<file path="config.mk">
export PLATFORM = sky130hd
export DESIGN_NAME = ccflag_eval
export DESIGN_NICKNAME = d
export VERILOG_FILES = /design/src/rtl/ccflag_pkg.sv /design/src/rtl/ccflag_lanes.sv /design/src/rtl/ccflag_arith.sv /design/src/rtl/ccflag_mul.sv /design/src/rtl/ccflag_merge.sv /design/src/rtl/ccflag_eval.sv
export SDC_FILE = /design/constraint.sdc
export NUM_CORES = 1
export LEC_CHECK = 0
export BUFFER_PORTS_ARGS = -buffer_cell sky130_fd_sc_hd__buf_2
export CORE_ASPECT_RATIO = 0.9
export CORE_MARGIN = 5
export CORE_UTILIZATION = 37
export DETAILED_ROUTE_END_ITERATION = 10
export HOLD_SLACK_MARGIN = 0.12
export MAX_ROUTING_LAYER = met4
export PLACE_DENSITY = 0.82
export RECOVER_POWER = 25
export SYNTH_ARGS = -nofsm -noshare
export SYNTH_HDL_FRONTEND = slang
export SYNTH_HIERARCHICAL = 1
export SYNTH_SLANG_ARGS = --single-unit
</file>
<file path="constraint.sdc">
create_clock -name clk -period 1.15 [get_ports clk]
set_input_delay 0.1725 -clock clk [delete_from_list [all_inputs] [get_ports clk]]
set_output_delay 0.1725 -clock clk [all_outputs]
set_load 0.1 [all_outputs]
</file>
<file path="src/rtl/ccflag_pkg.sv">
package ccflag_pkg;
  localparam int FL_C = 0;
  localparam int FL_V = 1;
  localparam int FL_Z = 2;
  localparam int FL_N = 3;
  localparam int FL_X = 4;
  localparam int FL_R = 8;

  typedef enum logic [2:0] {
    CC_ADD  = 3'd0,
    CC_SUB  = 3'd1,
    CC_CMP  = 3'd2,
    CC_MOVE = 3'd3,
    CC_MULS = 3'd4,
    CC_MULU = 3'd5,
    CC_MCP  = 3'd6,
    CC_LIVE = 3'd7
  } cc_class_e;

  typedef struct packed {
    logic n;
    logic z;
    logic v;
    logic c;
  } nzvc_t;
endpackage

</file>
<file path="src/rtl/ccflag_lanes.sv">
module ccflag_lanes #(
  parameter int DW  = 32,
  parameter int SZW = 3
) (
  input  logic [SZW-1:0] size,
  input  logic [DW-1:0]  src,
  input  logic [DW-1:0]  dst,
  input  logic [DW-1:0]  res,
  output logic           s_sign,
  output logic           d_sign,
  output logic           r_sign,
  output logic           r_zero,
  output logic           size_ok
);
  localparam int NL = $clog2(DW / 8) + 1;

  logic [NL-1:0] hit, ls, ld, lr, lz;

  for (genvar i = 0; i < NL; i++) begin : g_lane
    localparam int LW = 8 << i;
    assign hit[i] = (size == SZW'(1 << i));
    assign ls[i]  = src[LW-1];
    assign ld[i]  = dst[LW-1];
    assign lr[i]  = res[LW-1];
    assign lz[i]  = (res[LW-1:0] == '0);
  end

  always_comb begin
    s_sign  = 1'b0;
    d_sign  = 1'b0;
    r_sign  = 1'b0;
    r_zero  = 1'b0;
    for (int k = 0; k < NL; k++) begin
      s_sign = s_sign | (hit[k] & ls[k]);
      d_sign = d_sign | (hit[k] & ld[k]);
      r_sign = r_sign | (hit[k] & lr[k]);
      r_zero = r_zero | (hit[k] & lz[k]);
    end
    size_ok = |hit;
  end

  logic unused_bits;
  assign unused_bits = ^{src, dst};
endmodule

</file>
<file path="src/rtl/ccflag_arith.sv">
module ccflag_arith
  import ccflag_pkg::*;
(
  input  logic  s_sign,
  input  logic  d_sign,
  input  logic  r_sign,
  input  logic  r_zero,
  input  logic  is_sub,
  output nzvc_t fl
);
  logic s_eff;

  always_comb begin
    s_eff = is_sub ? ~s_sign : s_sign;
    fl    = '0;
    if (r_sign) begin
      fl.n = 1'b1;
      fl.v = ~s_eff & ~d_sign;
      fl.c = s_eff & d_sign;
    end else begin
      fl.z = r_zero;
      fl.v = s_eff & d_sign;
      fl.c = s_eff | d_sign;
    end
    if (is_sub) fl.c = ~fl.c;
  end
endmodule

</file>
<file path="src/rtl/ccflag_mul.sv">
module ccflag_mul
  import ccflag_pkg::*;
#(
  parameter int DW = 32
) (
  input  logic [DW-1:0] hi,
  input  logic [DW-1:0] lo,
  input  logic          signed_mode,
  output nzvc_t         fl
);
  logic [2*DW-1:0] prod;

  always_comb begin
    prod = {hi, lo};
    fl   = '0;
    fl.z = (prod == '0);
    fl.n = prod[2*DW-1];
    if (signed_mode) begin
      fl.v = lo[DW-1] ? (hi != '1) : (hi != '0);
    end else begin
      fl.v = (hi != '0);
    end
  end
endmodule

</file>
<file path="src/rtl/ccflag_merge.sv">
module ccflag_merge
  import ccflag_pkg::*;
#(
  parameter int SW = 32
) (
  input  logic [SW-1:0] flags,
  input  logic [SW-1:0] wr_mask,
  input  logic          xmode,
  input  logic [SW-1:0] stat_in,
  output logic [SW-1:0] stat_out
);
  logic [SW-1:0] eff;

  always_comb begin
    eff        = wr_mask;
    eff[FL_X]  = 1'b1;
    if (xmode) eff[FL_Z] = eff[FL_Z] & ~flags[FL_Z];
    stat_out   = (stat_in & ~eff) | (flags & eff);
  end
endmodule

</file>
<file path="src/rtl/ccflag_eval.sv">
module ccflag_eval
  import ccflag_pkg::*;
#(
  parameter int DW      = 32,
  parameter int SW      = 32,
  parameter int SZW     = 3,
  parameter bit REG_OUT = 1'b1
) (
  input  logic           clk,
  input  logic           rst_n,
  input  logic [2:0]     op_class,
  input  logic [SZW-1:0] op_size,
  input  logic [DW-1:0]  src,
  input  logic [DW-1:0]  dst,
  input  logic [DW-1:0]  res,
  input  logic [DW-1:0]  mul_hi,
  input  logic           xmode,
  input  logic [SW-1:0]  wr_mask,
  input  logic [SW-1:0]  stat_in,
  output logic [SW-1:0]  status_out
);
  cc_class_e     cls;
  logic          s_sign, d_sign, r_sign, r_zero, size_ok, is_sub, is_mul_s;
  nzvc_t         fl_ar, fl_mu;
  logic [SW-1:0] flags, merged, status_d;
  logic [1:0]    rst_sync;
  logic          core_rst_n;

  assign cls      = cc_class_e'(op_class);
  assign is_sub   = (cls == CC_SUB) || (cls == CC_CMP);
  assign is_mul_s = (cls == CC_MULS);

  ccflag_lanes #(.DW(DW), .SZW(SZW)) u_lanes (
    .size(op_size), .src(src), .dst(dst), .res(res),
    .s_sign(s_sign), .d_sign(d_sign), .r_sign(r_sign),
    .r_zero(r_zero), .size_ok(size_ok)
  );

  ccflag_arith u_arith (
    .s_sign(s_sign), .d_sign(d_sign), .r_sign(r_sign),
    .r_zero(r_zero), .is_sub(is_sub), .fl(fl_ar)
  );

  ccflag_mul #(.DW(DW)) u_mul (
    .hi(mul_hi), .lo(res), .signed_mode(is_mul_s), .fl(fl_mu)
  );

  always_comb begin
    flags = '0;
    unique case (cls)
      CC_ADD, CC_SUB, CC_CMP: begin
        if (size_ok) begin
          flags[FL_N] = fl_ar.n;
          flags[FL_Z] = fl_ar.z;
          flags[FL_V] = fl_ar.v;
          flags[FL_C] = fl_ar.c;
        end
      end
      CC_MOVE: begin
        if (size_ok) begin
          flags[FL_N] = r_sign;
          flags[FL_Z] = r_zero & ~r_sign;
        end
      end
      CC_MCP: begin
        if (size_ok) begin
          flags[FL_N] = fl_ar.n;
          flags[FL_Z] = fl_ar.z;
          flags[FL_V] = fl_ar.v;
          flags[FL_R] = fl_ar.c;
        end
      end
      CC_MULS, CC_MULU: begin
        flags[FL_N] = fl_mu.n;
        flags[FL_Z] = fl_mu.z;
        flags[FL_V] = fl_mu.v;
        flags[FL_C] = fl_mu.c;
      end
      default: flags = '0;
    endcase
  end

  ccflag_merge #(.SW(SW)) u_merge (
    .flags(flags), .wr_mask(wr_mask), .xmode(xmode),
    .stat_in(stat_in), .stat_out(merged)
  );

  assign status_d = (cls == CC_LIVE) ? stat_in : merged;

  always_ff @(posedge clk or negedge rst_n) begin
    if (!rst_n) rst_sync <= 2'b00;
    else        rst_sync <= {rst_sync[0], 1'b1};
  end
  assign core_rst_n = rst_sync[1];

  if (REG_OUT) begin : g_reg
    logic [SW-1:0] status_q;
    always_ff @(posedge clk or negedge core_rst_n) begin
      if (!core_rst_n) status_q <= '0;
      else             status_q <= status_d;
    end
    assign status_out = status_q;
  end else begin : g_comb
    assign status_out = status_d;
  end
endmodule

</file>
==> results of run 1 <==
==> per-layer routing <==
metal | vias to the layer above | routed length (um) | track usage (%)
met2 | 105 | 5250 | 41.4
met4 | 0 | 250 | 8.39
met1 | 1296 | 2970 | 21.3
met3 | 22 | 505 | 3.56
met5 | - | 0 | -
li1 | 1242 | - | -
==> power by group through the flow <==
stage                     sequential [W]  combinational [W]  clock [W]
after floorplan                  0.00213           0.000423          0
after global placement           0.00141            0.00204          0
after detailed placement         0.00142            0.00209          0
after CTS                        0.00140            0.00217   0.000962
after global routing             0.00140            0.00228    0.00100
final                            0.00139            0.00219   0.000933
==> what timing repair did <==
action	4_1_cts	5_1_grt
endpoints found under the setup margin	5	5
hold buffers	1	0
buffers inserted	6	2
pin swaps	13	16
gates resized for setup	31	13
endpoints found under the hold margin	2	0
==> area by class of cell <==
type | instances | area (um^2) | area share (%)
clock inverter | 2 | 12.5 | 0.278
sequential | 34 | 851 | 18.9
timing repair buffer | 208 | 1680 | 37.3
clock buffer | 6 | 82.6 | 1.83
antenna | 1 | 2.50 | 0.0556
multi-input combinational | 189 | 1750 | 38.9
inverter | 2 | 7.51 | 0.167
tap | 90 | 113 | 2.50
==> cell usage in the layout, fill, tap and decap left out, drive strengths merged, types with 4 or more instances in the layout <==
cell    netlist  layout
mux2         62      62
buf           9     204
o21ai         5       5
nor4         25      25
clkbuf        0       9
conb          3      29
a22oi         4       4
a21oi         4       4
dfrtp        34      34
nand2        10      10
nor2          4       4
nor2b         5       5
nand4        15      15
==> cells by family (layout without fill, tap and decap cells) <==
group	count (synthesis)	after routing	share of synthesized area [%]
muxes	62	62	33.6
other	3	30	0.467
and+or+nand+nor	77	77	21.3
buffers and inverters	11	218	3.37
AOI/OAI and AO/OA	19	19	5.34
DFF	34	34	35.3
xor gates and xnor gates	2	2	0.726
==> per-stage QoR <==
stage / utilization (%) / instance area (um^2)
after floorplan: - / 2540
after global placement: 64.7 / 4170
after detailed placement: 64.7 / 4170
after CTS: 68.8 / 4430
after global routing: 69.9 / 4500
final: 69.9 / 4500
==> sequential cells by signal (all words and copies together) (netlist names) <==
signal / flops
status_out: 32
rst_sync: 2
==> cell usage after synthesis (3+ instances only) <==
master	count	share of area, %
a21oi_1	4	0.83
a22oi_1	4	1.2
and2b_1	3	0.93
buf_4	4	1.2
buf_6	3	1.4
conb_1	3	0.47
dfrtp_1	34	35
mux2_2	32	15
mux2_4	30	19
nand2_1	10	1.6
nand4_1	15	3.9
nor2_1	4	0.62
nor2b_1	5	1.3
nor4_1	23	6.0
o21ai_0	4	0.83
==> worst min-delay path by stage <==
stage	from	end	slack [ns]	cells past startpoint
floorplan	rst_n	rst_sync[0]	-0.12	0
global placement	rst_n	rst_sync[0]	-0.04	1
detailed placement	rst_n	rst_sync[1]	-0.03	1
CTS	stat_in[4]	status_out[4]	0.12	2
global route	stat_in[4]	status_out[4]	0.12	2
finish	stat_in[4]	status_out[4]	0.13	2
==> impl_metrics.json, run 1 <==
{
  "outcome": "finished with violations",
  "violations": "negative setup slack",
  "drv_cap": 0,
  "vias": 2665,
  "fin_crit_sh_pct": 163,
  "p_total_w": 0.00452,
  "cts-htree-levels": 2,
  "cp-start-kind": "primary input",
  "synth-main-ff-cell": "dfrtp_1",
  "post-route-drc-count": 0,
  "synth_edf_count": 0,
  "ant_nets": 0,
  "drive_above_1_share_pct": 69.8,
  "syn-cell-area_um2": 2410,
  "path_clk_slew_ns": 0.07,
  "root_buffer": "clkbuf_8",
  "routabilityCongestion": 0.969,
  "rsz0062_at_grt": "true",
  "skew_ns": 0.00360,
  "startpoint": "op_size[0]",
  "die_h_um": 86.6,
  "antenna_found_initial": 1,
  "clock-sinks": 34,
  "grtUsageTotal_pct": 21.6,
  "crit_required_ns": 1.31,
  "crit_type": "in2reg",
  "nets": 641,
  "fill_cells": 491,
  "postSynthCellCount": 208,
  "cp_slowest_cell": "mux2_4",
  "swShare_pct": 39.0,
  "post-place-cells": 516,
  "routed_wl_mm": 8.98,
  "coreArea_um2": 6450,
  "cellPowerDensity_nw_per_um2": 1000,
  "grt_remaining_overflow": 0,
  "finalHoldViolations": 0,
  "start_util_pct": 37.4,
  "yosysWarnings": 6,
  "fin_cells": 532,
  "numCtsBuffers": 5,
  "crit_fanout": 4,
  "cts_tree": "done",
  "cp-end-kind": "flip-flop",
  "fin_tns_setup_ns": -3.17,
  "ys_seq_area_share_pct": 35.3,
  "ys_types": 39,
  "async_reset_ff_share_pct": 100,
  "min_path_type": "in2reg",
  "critPathTopFamily": "compound AO/OA/AOI/OAI gates",
  "rows": 28,
  "cp_cell_sequence": "buf_8 -> and2b_2 -> a22oi_2 -> o21ai_2 -> buf_4 -> nor2b_4 -> o211ai_1 -> o31ai_2 -> nand3_1 -> o21ai_1 -> mux2_4 -> mux2_4",
  "clock_path_buffers": 2,
  "viasPerCell": 5.01,
  "min_period_ns": 1.88,
  "syn2layout_area_growth_pct": 86.6,
  "pwr-share-comb_pct": 48.5,
  "grt_max_degree": 19,
  "finalSetupViolCount": 5,
  "seqPwrFrac_pct": 30.8,
  "switchingPower_w": 0.00176,
  "r2r_end": "status_out[3]",
  "worstSkewPairLatency_ns": 0.28,
  "cp.depth": 12,
  "holdWs_ns": 0.130,
  "pre_cts_ws_ns": -1.03,
  "rr_worst_depth": 1,
  "fmax_mhz": 533,
  "slowest_delay_ns": 0.25,
  "worstSetupEndpoint": "status_out[0]",
  "power_frac_clock_pct": 20.7,
  "die_area_um2": 8240,
  "power_leakage_nw": 2.21,
  "drt_iter0_drc": 94,
  "final-max-slew-violation-count": 0,
  "cp.arrival_ns": 2.04,
  "wire_per_inst_um": 16.9,
  "dp_hpwl_mm": 7.59,
  "ios": 233,
  "syn_avg_cell_area_um2": 11.6,
  "synth-seq-cells": 34,
  "fin_ws_ns": -0.725,
  "crit_top_cell": "mux2_4",
  "timing.rr.start": "rst_sync[1]",
  "grt_pass1_vias": 2962,
  "die_w_um": 95.1,
  "critical_path_buf_inv_count": 2,
  "intPower_w": 0.00276,
  "grt_pass1_wl_mm": 13.5,
  "dr.pass1.iters": 4,
  "port_buffers": 173,
  "ff2ff_setup_slack_ns": 0.51,
  "ir_drop_mv": 0.519
}
No activity file was read; power rests on OpenSTA's default activity.
==> run 2, diff against run 1 <==
==> constraint.sdc (replaced) <==
create_clock -name clk -period 1.15 [get_ports clk]
set_input_delay 0.0575 -clock clk [delete_from_list [all_inputs] [get_ports clk]]
set_output_delay 0.0575 -clock clk [all_outputs]
set_load 0.1 [all_outputs]
==> impl_metrics.json, run 2 (same netlist as run 1, synthesis figures left out) <==
{
  "worstSkewPairLatency_ns": 0.27,
  "nets": 673,
  "grtUsageTotal_pct": 20.5,
  "fin_ws_ns": -0.563,
  "fmax_mhz": 584,
  "intPower_w": 0.00244,
  "outcome": "finished with violations",
  "numCtsBuffers": 5,
  "syn2layout_area_growth_pct": 78.0,
  "rows": 28,
  "swShare_pct": 40.3,
  "vias": 2714,
  "seqPwrFrac_pct": 32.6,
  "ios": 233,
  "routabilityCongestion": 0.982,
  "violations": "negative setup slack",
  "post-route-util_pct": 66.6,
  "power_leakage_nw": 2.16,
  "final-max-slew-violation-count": 0,
  "post-route-drc-count": 0,
  "grt_pass1_wl_mm": 12.9,
  "cp.arrival_ns": 1.93,
  "fill_cells": 565,
  "switchingPower_w": 0.00165,
  "routed_wl_mm": 8.66,
  "dp_hpwl_mm": 6.87,
  "min_path_type": "in2reg",
  "grt_pass1_vias": 2837,
  "viasPerCell": 4.81,
  "cellPowerDensity_nw_per_um2": 953,
  "wire_per_inst_um": 15.4,
  "port_buffers": 173,
  "min_period_ns": 1.71,
  "ir_drop_mv": 0.554,
  "rsz0062_at_grt": "true",
  "cp-end-kind": "flip-flop",
  "crit_fanout": 4,
  "holdWs_ns": 0.157,
  "grt_max_degree": 17,
  "largest_register_ff_count": 32,
  "finalHoldViolations": 0,
  "mostFrequentLayoutCells": "buf_2 (167), mux2_4 (34), dlygate4sd3_1 (34), dfrtp_1 (34), conb_1 (29)",
  "die_w_um": 95.1,
  "cts-htree-levels": 2,
  "die_area_um2": 8240,
  "crit_type": "in2reg",
  "fin_crit_sh_pct": 149,
  "coreArea_um2": 6450,
  "cp-start-kind": "primary input",
  "dr.pass1.iters": 5,
  "pwr-share-comb_pct": 47.5,
  "clock-sinks": 34,
  "crit_required_ns": 1.37,
  "grt_remaining_overflow": 0,
  "die_h_um": 86.6,
  "drt_iter0_drc": 94,
  "root_buffer": "clkbuf_8",
  "drv_cap": 0,
  "antenna_found_initial": 2,
  "clock_path_buffers": 2,
  "crit_top_cell": "mux2_4",
  "drive_above_1_share_pct": 64.0,
  "ant_nets": 0,
  "layout_commonest_cell": "buf_2",
  "power_frac_clock_pct": 19.9,
  "finalSetupViolCount": 5,
  "cts_tree": "done",
  "slowest_delay_ns": 0.29,
  "skew_ns": 0.00407,
  "start_util_pct": 37.4,
  "cp_cell_sequence": "buf_8 -> and2b_2 -> a22oi_2 -> o21ai_2 -> nand2b_4 -> nor2b_4 -> o31ai_2 -> nand2_1 -> nor4bb_1 -> mux2_4 -> mux2_4",
  "cp_slowest_cell": "nor4bb_1",
  "path_clk_slew_ns": 0.07
}
==> run 2: power by group through the flow <==
stage          registers (W)  clock network, W  logic (W)
2_1_floorplan        0.00213                 0   0.000423
3_3_place_gp         0.00135                 0    0.00175
3_5_place_dp         0.00136                 0    0.00179
4_1_cts              0.00133          0.000858    0.00193
5_1_grt              0.00134          0.000904    0.00204
6_report             0.00133          0.000815    0.00194
==> run 2: metal layers <==
| metal | GRT usage [%] | up-vias | wire length (um) |
|---|---|---|---|
| li1 | - | 1316 | - |
| met1 | 22.1 | 1280 | 3160 |
| met2 | 38.6 | 104 | 4900 |
| met3 | 2.60 | 14 | 436 |
| met4 | 6.03 | 0 | 166 |
| met5 | - | - | 0 |
==> run 2: worst max-delay path: cells and delay by family <==
family / cells / cell delay (ns)
muxes: 2 / 0.32
AOI/OAI and AO/OA: 3 / 0.56
and+or+nand+nor: 5 / 0.90
buffers and inverters: 1 / 0.08
==> run 2: worst paths after layout <==
check	from	end	slack, ns	depth (start not counted)
worst max-delay path	op_size[0]	status_out[8]	-0.56	11
worst min-delay path	wr_mask[1]	status_out[1]	0.16	3
worst max register to register	rst_sync[1]	status_out[29]	0.55	1
worst min register to register	rst_sync[1]	status_out[18]	0.29	1
max in group asynchronous	rst_n	rst_sync[1]	0.37	3
min in group asynchronous	rst_sync[1]	status_out[18]	0.29	1
==> run 2: area by class of cell <==
cell class	instances	area (um^2)	area share, %
clock buffer	5	68.8	1.60
tap	90	113	2.62
sequential	34	851	19.8
inverter	2	7.51	0.175
antenna	2	5.00	0.117
timing repair buffer	240	1550	36.2
multi-input combinational	189	1690	39.3
clock inverter	2	10.0	0.233
==> run 2: stage by stage <==
| stage | cell area [um^2] | total power (W) | setup TNS [ns] | setup slack [ns] | cells |
|---|---|---|---|---|---|
| after floorplan | 2540 | 0.00256 | -2.41 | -0.576 | 234 |
| after global placement | 3720 | 0.00310 | -3.68 | -0.882 | 514 |
| after detailed placement | 3720 | 0.00314 | -3.86 | -0.832 | 514 |
| after CTS | 4250 | 0.00412 | -2.18 | -0.512 | 560 |
| after global routing | 4300 | 0.00429 | -2.71 | -0.655 | 564 |
| final | 4300 | 0.00409 | -2.43 | -0.563 | 564 |
==> run 2: repair_timing <==
| item | CTS | global route |
|---|---|---|
| buffers inserted | 5 | 2 |
| resized for setup | 21 | 6 |
| hold buffers | 34 | 0 |
| setup endpoints to repair | 5 | 5 |
| pin swaps | 11 | 4 |
| cloned | 0 | 0 |
| hold endpoints to repair | 34 | 0 |
